### src/rtl/ewp_pkg.sv
package ewp_pkg;

    localparam int NUM_REGS   = 6;
    localparam int UNLOCK_REG = 5;
    localparam int UNLOCK_BIT = 4;

    // Bits that exist in each register (unimplemented bits read 0).
    function automatic logic [7:0] store_mask(input int idx, input int frac_w);
        logic [7:0] m;
        m = 8'hFF;
        if (idx == 4) m = 8'((1 << frac_w) - 1);
        return m;
    endfunction

    // Bits that only change while the unlock bit is set.
    function automatic logic [7:0] prot_mask(input int idx, input int frac_w);
        logic [7:0] m;
        case (idx)
            0:       m = 8'hF0;
            1:       m = 8'h30;
            2:       m = 8'hE0;
            3:       m = 8'h30;
            4:       m = 8'((1 << frac_w) - 1);
            default: m = 8'h00;
        endcase
        return m;
    endfunction

endpackage

### src/rtl/ewp_decode.sv
module ewp_decode #(
    parameter int ADDR_W   = 3,
    parameter int NUM_REGS = 6
) (
    input  logic                wr_en,
    input  logic [ADDR_W-1:0]   addr,
    output logic [NUM_REGS-1:0] sel
);
    always_comb begin
        sel = '0;
        for (int i = 0; i < NUM_REGS; i++) begin
            if (wr_en && (addr == ADDR_W'(i))) sel[i] = 1'b1;
        end
    end
endmodule

### src/rtl/ewp_reg.sv
module ewp_reg #(
    parameter int         W          = 8,
    parameter logic [7:0] STORE_MASK = 8'hFF,
    parameter logic [7:0] PROT_MASK  = 8'h00
) (
    input  logic         clk,
    input  logic         rst_n,
    input  logic         we,
    input  logic         unlock,
    input  logic [W-1:0] wdata,
    output logic [W-1:0] q
);
    localparam logic [W-1:0] STORE = W'(STORE_MASK);
    localparam logic [W-1:0] PROT  = W'(PROT_MASK);

    typedef struct packed {
        logic [W-1:0] val;
    } reg_state_t;

    reg_state_t st_d, st_q;
    logic [W-1:0] wmask;

    always_comb begin
        st_d  = st_q;
        wmask = unlock ? STORE : (STORE & ~PROT);
        if (we) st_d.val = (st_q.val & ~wmask) | (wdata & wmask);
    end

    always_ff @(posedge clk or negedge rst_n) begin
        if (!rst_n) st_q <= '0;
        else        st_q <= st_d;
    end

    assign q = st_q.val;
endmodule

### src/rtl/ewp_readmux.sv
module ewp_readmux #(
    parameter int ADDR_W   = 3,
    parameter int DATA_W   = 8,
    parameter int NUM_REGS = 6
) (
    input  logic [ADDR_W-1:0]          addr,
    input  logic [NUM_REGS*DATA_W-1:0] flat,
    output logic [DATA_W-1:0]          rdata
);
    always_comb begin
        rdata = '0;
        for (int i = 0; i < NUM_REGS; i++) begin
            if (addr == ADDR_W'(i)) rdata = flat[i*DATA_W +: DATA_W];
        end
    end
endmodule

### src/rtl/ewp_bank.sv
module ewp_bank
    import ewp_pkg::*;
#(
    parameter int ADDR_W = 3,
    parameter int DATA_W = 8,
    parameter int FRAC_W = 4
) (
    input  logic              clk,
    input  logic              rst_n,
    input  logic              wr_en,
    input  logic [ADDR_W-1:0] addr,
    input  logic [DATA_W-1:0] wdata,
    output logic [DATA_W-1:0] rdata,
    output logic [3:0]        ier_ext,
    output logic [1:0]        fcr_ext,
    output logic [2:0]        mcr_ext,
    output logic [1:0]        isr_ext,
    output logic [FRAC_W-1:0] frac_div,
    output logic              enh_en
);
    localparam int FLAT_W = NUM_REGS * DATA_W;

    logic [NUM_REGS-1:0] sel;
    logic [FLAT_W-1:0]   flat;
    logic                unlock;

    ewp_decode #(.ADDR_W(ADDR_W), .NUM_REGS(NUM_REGS)) u_dec (
        .wr_en (wr_en),
        .addr  (addr),
        .sel   (sel)
    );

    for (genvar g = 0; g < NUM_REGS; g++) begin : g_reg
        ewp_reg #(
            .W          (DATA_W),
            .STORE_MASK (store_mask(g, FRAC_W)),
            .PROT_MASK  (prot_mask(g, FRAC_W))
        ) u_reg (
            .clk    (clk),
            .rst_n  (rst_n),
            .we     (sel[g]),
            .unlock (unlock),
            .wdata  (wdata),
            .q      (flat[g*DATA_W +: DATA_W])
        );
    end

    assign unlock = flat[UNLOCK_REG*DATA_W + UNLOCK_BIT];

    ewp_readmux #(.ADDR_W(ADDR_W), .DATA_W(DATA_W), .NUM_REGS(NUM_REGS)) u_rd (
        .addr  (addr),
        .flat  (flat),
        .rdata (rdata)
    );

    assign ier_ext  = flat[0*DATA_W + 4 +: 4];
    assign fcr_ext  = flat[1*DATA_W + 4 +: 2];
    assign mcr_ext  = flat[2*DATA_W + 5 +: 3];
    assign isr_ext  = flat[3*DATA_W + 4 +: 2];
    assign frac_div = flat[4*DATA_W +: FRAC_W];
    assign enh_en   = unlock;
endmodule

### config.mk
export PLATFORM = sky130hd
export DESIGN_NAME = ewp_bank
export DESIGN_NICKNAME = d
export VERILOG_FILES = /design/src/rtl/ewp_pkg.sv /design/src/rtl/ewp_decode.sv /design/src/rtl/ewp_reg.sv /design/src/rtl/ewp_readmux.sv /design/src/rtl/ewp_bank.sv
export SDC_FILE = /design/constraint.sdc
export NUM_CORES = 1
export LEC_CHECK = 0
export BUFFER_PORTS_ARGS = -buffer_cell sky130_fd_sc_hd__buf_2
export CORE_MARGIN = 1.5
export CORE_UTILIZATION = 60
export CTS_BUF_LIST = sky130_fd_sc_hd__clkbuf_4 sky130_fd_sc_hd__clkbuf_8
export DETAILED_ROUTE_END_ITERATION = 7
export MAX_ROUTING_LAYER = met4
export PLACE_DENSITY = 0.84
export SYNTH_ARGS = -nofsm -noshare
export SYNTH_HDL_FRONTEND = slang
export SYNTH_SLANG_ARGS = --single-unit
### constraint.sdc
create_clock -name clk -period 3.3 [get_ports clk]
set_input_delay 0.33 -clock clk [delete_from_list [all_inputs] [get_ports clk]]
set_output_delay 0.33 -clock clk [all_outputs]
set_load 0.01 [all_outputs]
Word level (Yosys, flattened, before mapping)
Index checks and enable logic that the tools add are counted.

Mux-type cells: 16. Reduce and logical (&&, ||, !) cells: 7. Equality and inequality tests: 5. Bitwise logic cells: 18.

Operators by type and width (count): $and A8 B8 Y8 (9); $mux W8 (8); $or A8 B8 Y8 (5); $not A8 Y8 (4); $eq A3 B2 Y1 const B (2); $eq A3 B3 Y1 const B (2); $logic_and A1 B1 Y1 (6); $mux W1 (6); $mux W6 (1); $mux W4 (1); $eq A3 B1 Y1 const B (1); $logic_not A3 Y1 (1).

Input port bits: 14. Output and inout port bits: 24. Register bits after elaboration: 48.

Longest topological paths before layout
Gate-level depths: netlist (run 1).

Word-level depth: 7. Mapped depth: 5. Mapped depth without buffers: 3.

By module
Synthesis (run 1) repeated with hierarchy kept, for this count alone.

Cells, all modules: 155. Area total of the unflattened synthesis: 2344.7 µm².

By module, submodules not included: ewp_reg (g_reg[1].u_reg ...) (times used 2, area an instance 320.3 µm², sequential area each 200.2 µm², cells each 18); ewp_readmux (times used 1, area an instance 457.9 µm², sequential area each 0.0 µm², cells each 47); ewp_reg (g_reg[5].u_reg) (times used 1, area an instance 331.6 µm², sequential area each 200.2 µm², cells each 17); ewp_reg (g_reg[2].u_reg) (times used 1, area an instance 324.1 µm², sequential area each 200.2 µm², cells each 18); ewp_reg (g_reg[0].u_reg) (times used 1, area an instance 316.6 µm², sequential area each 200.2 µm², cells each 17); ewp_reg (g_reg[4].u_reg) (times used 1, area an instance 200.2 µm², sequential area each 100.1 µm², cells each 14); ewp_decode (times used 1, area an instance 73.8 µm², sequential area each 0.0 µm², cells each 6).

Worst setup path before layout (run 1)
Ideal clock, no wire load.

Kind: input to output. From: in addr[2]. To: out rdata[0]. Required time: 2.970 ns. Buffers on the path: 2. Stages on the path: 5. Arrival: 1.352 ns. Slack: 1.618 ns. Cell sequence: buf_2 buf_2 or3b_2 o211ai_1 a32o_1.

Longest elaborated chain between the ends: 7.

RTL lines: start: declaration (line ewp_bank.sv:11) `input logic [ADDR_W-1:0] addr,`; $logic_not A3 Y1 (line ewp_readmux.sv:13) `if (addr == ADDR_W'(i)) rdata = flat[i*DATA_W +: DATA_W];`; $mux W8 (5 in a row) (line ewp_readmux.sv:13); $mux W8 (*) (line ewp_readmux.sv:13); end: declaration (line ewp_bank.sv:13) `output logic [DATA_W-1:0] rdata,`.

Every way passes the cells marked *; elsewhere a longest branch is shown, timed or not.

Worst setup path after layout (run 1)
From: in addr[2]. To: out rdata[3].

The elaborated chain is that of the path after synthesis.

==> reports/results.tsv, run 1 <==
stage	metric	value	unit
status	status	complete, no violations	
layout	fin cells	248	
synthesis	Synth Cell Area	2296	um2
placed_design	Post-DP HPWL	3.007	mm
die	die width	64.86	um
worst_setup_path	R2R setup slack	1.73	ns
drt	Vias/cell	6.020	
worst_setup_path	Worst EP required	2.97	ns
global_routing	GRT Residual Overflow	0	
global_routing	antenna violations before repair	0	
worst_hold_path	type of the tightest min-delay check	input pin to async pin	
die	Initial Util	62.71	%
drt	post-route ant nets	0	
sta	final period utilization	63.19	%
sta	Setup-failing EPs final	0	
die	core area	3661	um2
synthesis	Seq cells post-synth	44	
cts	TritonCTS clock tree	yes	
synthesis	Synthesized Nets	194	
synthesis	Syn Area/Cell	12.76	um2
worst_setup_path	worst-case reg-to-reg path depth	3	
placed_design	gp weighted congestion	0.8286	
power_and_ir_drop	overall power	1.517	mW
layout	Area Overhead vs Synth	7.629	%
flow_run	max capacitance violation total	0	
sta	worst slew pin tran	0.9612	ns
global_routing	Global Route Usage Sum	23.14	%
drt	via count	1493	
placed_design	dpl cells	240	
die	Die Ht	64.86	um
cts	CTS buffer count	5	
worst_setup_path	Crit Path Max Fanout	28	
layout	highest-count cells in the layout ignoring fill and taps	dfrtp_1, mux2_2, buf_2, nand2_1, inv_1	
sta	Fin. Hold Viols	0	
cts	CTS Sinks	44	
layout	layout cells sized above 1	49.50	%
cts	hold buffers post-CTS	0	
synthesis	Syn Inst Count	180	
sta	worst rel slew slack	35.92	%
sta	unrepaired setup endpoints after global routing	false	
power_and_ir_drop	Peak supply drop	0.0003682	V
cts	Post-CTS Setup Bufs	0	
cts	clock buffer depth	2	
layout	commonest non-fill, non-tap cell in the layout	dfrtp_1	
die	die footprint	4207	um2
global_routing	pin count of the biggest net entering global routing	45	
worst_setup_path	critical path capture point type	output pin	
die	Core Rows	22	
drt	final wirelength	4.440	mm
cts	worst skew pair latency	0.29	ns
sta	setup TNS	0	ns
power_and_ir_drop	P_leak	1.133	nW
layout	Post-layout nets	213	
sta	Clock Skew	0.004255	ns
layout	Antenna Cells	0	
drt	DRC errors left	0	
die	I/O pins	38	
sta	Peak Freq	479.6	MHz
global_routing	number of global-route vias before repair	1454	
synthesis	Synth Flop Type	dfrtp_1	
synthesis	post-synthesis sequential area ratio	47.96	%
worst_setup_path	CP Class	input pin to output pin	
synthesis	FFs w/ async S/R, synth	100.0	%
global_routing	first-pass GRT wire length	7.107	mm
synthesis	number of synthesized flops with an enable pin	0	
worst_setup_path	Arrival @ worst endpoint	1.76	ns
cts	CTS clk-pin slew, worst paths	0.09	ns
drt	Initial DRT Pass Iterations	4	
cts	Post-CTS Resized	0	
synthesis	Synthesis Warnings	0	
cts	Root Buffer	clkbuf_8	
worst_setup_path	FF-to-FF Start	g_reg[5].u_reg.q[4]	
power_and_ir_drop	P per Cell Area	613.9	nW/um2
drt	DRT iter0 DRCs	74	
drt	Routed WL per cell	17.90	um
synthesis	Cell variety after synth	34	
sta	final slew viol count	0	
cts	H-tree depth	2	
worst_setup_path	Worst setup SP type	input pin	
placed_design	PortBufs	37	
sta	Final min period	2.085	ns
layout	final core occ	67.50	%
-- worst max path at each step --
| stage | from | end | cells past startpoint |
|---|---|---|---|
| finish | addr[2] | rdata[3] | 5 |
| global route | addr[2] | rdata[3] | 5 |
| CTS | addr[2] | rdata[3] | 5 |
| detailed placement | addr[2] | rdata[3] | 5 |
| global placement | addr[2] | rdata[3] | 5 |
| floorplan | addr[2] | rdata[0] | 5 |
-- critical path, cell delays in order --
cell,delay (ns)
buf_2,0.40
nand2b_1,0.30
a2bb2o_1,0.31
a22o_1,0.25
buf_2,0.14
-- cell usage after synthesis, types with 2 or more instances --
library cell	number	share of area, %
dfrtp_1	44	48
o31ai_1	2	0.65
nand3b_1	2	0.65
o21ai_0	3	0.65
nor2b_1	2	0.54
nand2_1	7	1.1
a32o_1	3	1.3
nand4bb_1	3	1.5
o221ai_1	3	1.1
nor2_1	2	0.33
buf_2	9	2.0
a21oi_1	3	0.65
mux2i_1	4	1.7
or3b_2	3	1.1
o211ai_1	3	0.98
inv_1	6	0.98
a22oi_1	4	1.3
buf_4	15	4.9
o22ai_1	4	1.1
mux2_2	41	20
mux2_4	4	2.6
-- power breakdown --
part / switching [mW] / internal (mW) / leakage [nW]
clock: 0.190 / 0.150 / 0.0404
sequential: 0.0902 / 0.678 / 0.536
combinational: 0.185 / 0.223 / 0.556
-- per-stage QoR --
stage | hold WS, ns | setup slack (ns) | area, um2
floorplan | 0.03441 | 1.618 | 2296
global placement | 0.4829 | 1.298 | 2379
detailed placement | 0.4894 | 1.259 | 2379
CTS | 0.2177 | 1.239 | 2471
global route | 0.2506 | 1.161 | 2471
finish | 0.1791 | 1.215 | 2471
-- area by class of cell --
type                            instances  area, um2
Inverter                                6      22.52
Sequential cell                        44       1101
Fill cell                             261       1190
Timing Repair Buffer                   37      185.2
Multi-Input combinational cell        105       1010
Clock buffer                            5      68.82
Clock inverter                          3      23.77
Tap cell                               48      60.06
-- kinds of logic after synthesis --
| family | synth area share, % |
|---|---|
| mux | 24.47 |
| simple gates | 10.90 |
| compound gates | 8.610 |
| flops | 47.96 |
| buf+inv | 8.065 |
-- metal layers --
metal	global-route usage, %	part of all wire [%]
met4	8.245	1.7
met5	-	0
met1	31.21	45
met2	34.66	48
met3	5.208	5.0
Note: power is estimated with default switching activity, not from simulation.
==> run 2: changes to the inputs <==
--- a/config.mk
+++ b/config.mk
@@ -7,11 +7,11 @@
 export LEC_CHECK = 0
 export BUFFER_PORTS_ARGS = -buffer_cell sky130_fd_sc_hd__buf_2
 export CORE_MARGIN = 1.5
-export CORE_UTILIZATION = 60
+export CORE_UTILIZATION = 58
 export CTS_BUF_LIST = sky130_fd_sc_hd__clkbuf_4 sky130_fd_sc_hd__clkbuf_8
 export DETAILED_ROUTE_END_ITERATION = 7
 export MAX_ROUTING_LAYER = met4
-export PLACE_DENSITY = 0.84
+export PLACE_DENSITY = 0.82
 export SYNTH_ARGS = -nofsm -noshare
 export SYNTH_HDL_FRONTEND = slang
 export SYNTH_SLANG_ARGS = --single-unit
==> constraint.sdc (replaced) <==
create_clock -name clk -period 2.1 [get_ports clk]
set_input_delay 0.21 -clock clk [delete_from_list [all_inputs] [get_ports clk]]
set_output_delay 0.21 -clock clk [all_outputs]
set_load 0.01 [all_outputs]
==> run 2 against run 1 <==
  * Final area grew 3.0%
  * Core utilization grew 0.48 points
  * Largest power group unchanged
  * Sequential power grew 58%
  * Largest cell class unchanged
==> reports/results.tsv, run 2 (same netlist as run 1, synthesis figures left out) <==
stage	metric	value	unit	change
die	Core Rows	22		unchanged
layout	highest-count cells in the layout ignoring fill and taps	dfrtp_1, mux2_2, buf_2, nand2_1, clkbuf_8		
placed_design	area post-placement	2409	um2	+1.3%
sta	Final min period	1.768	ns	
global_routing	pin count of the biggest net entering global routing	33		-27%
drt	Vias/cell	5.921		-1.6%
die	die footprint	4345	um2	+3.3%
placed_design	Post-DP HPWL	3.231	mm	+7.5%
layout	Post-layout nets	218		+2.3%
placed_design	PortBufs	37		unchanged
power_and_ir_drop	P per Cell Area	1009	nW/um2	+64%
die	die width	65.92	um	+1.6%
sta	unrepaired setup endpoints after global routing	false		
cts	CTS buffer count	5		unchanged
power_and_ir_drop	overall power	2.569	mW	+69%
worst_setup_path	Worst setup SP type	input pin		
sta	setup TNS	0	ns	unchanged
cts	Post-CTS Setup Bufs	0		unchanged
worst_setup_path	crit-path leading delay family	buffers and inverters		
status	status	complete, no violations		
cts	H-tree depth	2		unchanged
layout	fillers	273		+4.6%
cts	TritonCTS clock tree	yes		
sta	Clock Skew	0.008048	ns	+0.003793 ns
worst_setup_path	Arrival @ worst endpoint	1.56	ns	-0.20 ns
power_and_ir_drop	clock share of power	27.3	%	+4.9 points
power_and_ir_drop	P_leak	1.180	nW	+4.2%
power_and_ir_drop	internal power	1.843	mW	+75%
drt	DRT iter0 DRCs	74		unchanged
global_routing	Global Route Usage Sum	25.64	%	+2.5 points
sta	final period utilization	84.18	%	
global_routing	GRT Residual Overflow	0		unchanged
worst_setup_path	CP Class	input pin to output pin		
power_and_ir_drop	logic gate share of total power	25.6	%	-1.3 points
placed_design	gp weighted congestion	0.8409		+1.5%
layout	commonest non-fill, non-tap cell in the layout	dfrtp_1		
worst_setup_path	Worst EP required	1.89	ns	-1.08 ns
power_and_ir_drop	Peak supply drop	0.0006272	V	+70%
sta	Fin. Hold Viols	0		unchanged
power_and_ir_drop	part of the power in registers	47.1	%	-3.6 points
die	Die Ht	65.92	um	+1.6%
global_routing	antenna violations before repair	0		unchanged
drt	Routed WL per cell	18.50	um	+3.3%
sta	worst slew pin tran	0.5785	ns	-0.3827 ns
sta	final slew viol count	0		unchanged
cts	Post-CTS Resized	0		unchanged
drt	Initial DRT Pass Iterations	4		unchanged
cts	hold buffers post-CTS	1		+1
worst_setup_path	crit-path most repeated cell	buf_2		
worst_setup_path	critical path cell sequence	buf_2 > nand2b_1 > a2bb2o_1 > a22o_1 > buf_2		
flow_run	max capacitance violation total	0		unchanged
global_routing	number of global-route vias before repair	1578		+8.5%
sta	Setup-failing EPs final	0		unchanged
worst_hold_path	type of the tightest min-delay check	input pin to flip-flop		
cts	clock buffer depth	2		unchanged
worst_setup_path	critical path capture point type	output pin		
drt	post-route ant nets	0		unchanged
drt	final wirelength	4.681	mm	+5.4%
worst_setup_path	Largest stage delay, worst path	0.46	ns	+0.06 ns
cts	Root Buffer	clkbuf_8		
cts	CTS Sinks	44		unchanged
die	I/O pins	38		unchanged
layout	layout cells sized above 1	50.24	%	+0.74 points
worst_setup_path	CP max stage cell	buf_2		
drt	via count	1498		+0.33%
die	core area	3744	um2	+2.3%
sta	worst rel slew slack	61.44	%	+26 points
worst_setup_path	Crit Path Max Fanout	32		+14%
sta	Peak Freq	565.7	MHz	
cts	CTS clk-pin slew, worst paths	0.08	ns	about the same
layout	design area	2545	um2	+3.0%
layout	Area Overhead vs Synth	10.84	%	
power_and_ir_drop	P_sw	725.5	uW	+56%
drt	DRC errors left	0		unchanged
cts	worst skew pair latency	0.30	ns	about the same
layout	Antenna Cells	0		unchanged
worst_setup_path	crit path buf inv count	2		unchanged
global_routing	first-pass GRT wire length	7.928	mm	+12%
power_and_ir_drop	switching share of power	28.25	%	-2.4 points
die	Initial Util	61.33	%	-1.4 points
-- run 2: changes by cell type in the layout (fill, tap and decap cells not counted), sizes merged --
cell         delta
buf             +4
clkbuf          +2
clkinvlp        -2
bufinv          +1
clkinv          -1
dlygate4sd3     +1
-- run 2: final timing paths --
path                                     start                   to  slack (ns)  cells past startpoint
setup reg to reg           g_reg[5].u_reg.q[4]            flip-flop        0.53                      3
hold / removal                        wdata[0]  g_reg[1].u_reg.q[0]        0.20                      3
max in group asynchronous                rst_n  g_reg[3].u_reg.q[3]        1.01                      3
setup / recovery                       addr[1]             rdata[3]        0.33                      5
hold reg to reg            g_reg[0].u_reg.q[0]  g_reg[0].u_reg.q[0]        0.50                      1
min in group asynchronous                rst_n  g_reg[5].u_reg.q[4]        0.39                      2
-- run 2: worst reg2reg max path: cells and delay by family (launching register included) --
family / cells / cell delay (ns)
AND/OR/NAND/NOR: 2 / 0.63
flip-flops: 1 / 0.44
multiplexers: 1 / 0.39
-- run 2: area by class of cell --
type	count	area [um2]	area share [%]
Clock buffer	7	96.34	3.786
Tap cell	48	60.06	2.360
Timing Repair Buffer	42	225.2	8.850
Sequential cell	44	1101	43.26
Multi-Input combinational cell	105	1010	39.68
Inverter	6	22.52	0.8850
Clock inverter	1	30.03	1.180
-- run 2: per-layer routing --
metal	part of all wire, %	track usage [%]	routed length (um)
met1	44	32.54	2069
met2	51	40.28	2368
met4	1.1	10.94	51
met3	4.1	5.111	192
met5	0	-	0
-- run 2: power by group through the flow --
stage | logic [mW] | clock network [mW] | registers [mW]
6_report | 0.657 | 0.702 | 1.21
5_1_grt | 0.721 | 0.747 | 1.24
4_1_cts | 0.665 | 0.715 | 1.21
3_5_place_dp | 0.655 | 0 | 1.22
3_3_place_gp | 0.634 | 0 | 1.20
2_1_floorplan | 0.567 | 0 | 1.18
-- run 2: per-stage QoR --
| stage | utilization [%] | hold WS, ns | setup WS (ns) | instances |
|---|---|---|---|---|
| 5_1_grt | 67.98 | 0.2034 | 0.2476 | 253 |
| 3_3_place_gp | 64.34 | 0.1783 | 0.3975 | 244 |
| 4_1_cts | 67.98 | 0.1946 | 0.3515 | 253 |
| 2_1_floorplan | - | -0.08559 | 0.6576 | 180 |
| 6_report | 67.98 | 0.1958 | 0.3323 | 253 |
| 3_5_place_dp | 64.34 | 0.1932 | 0.3577 | 244 |
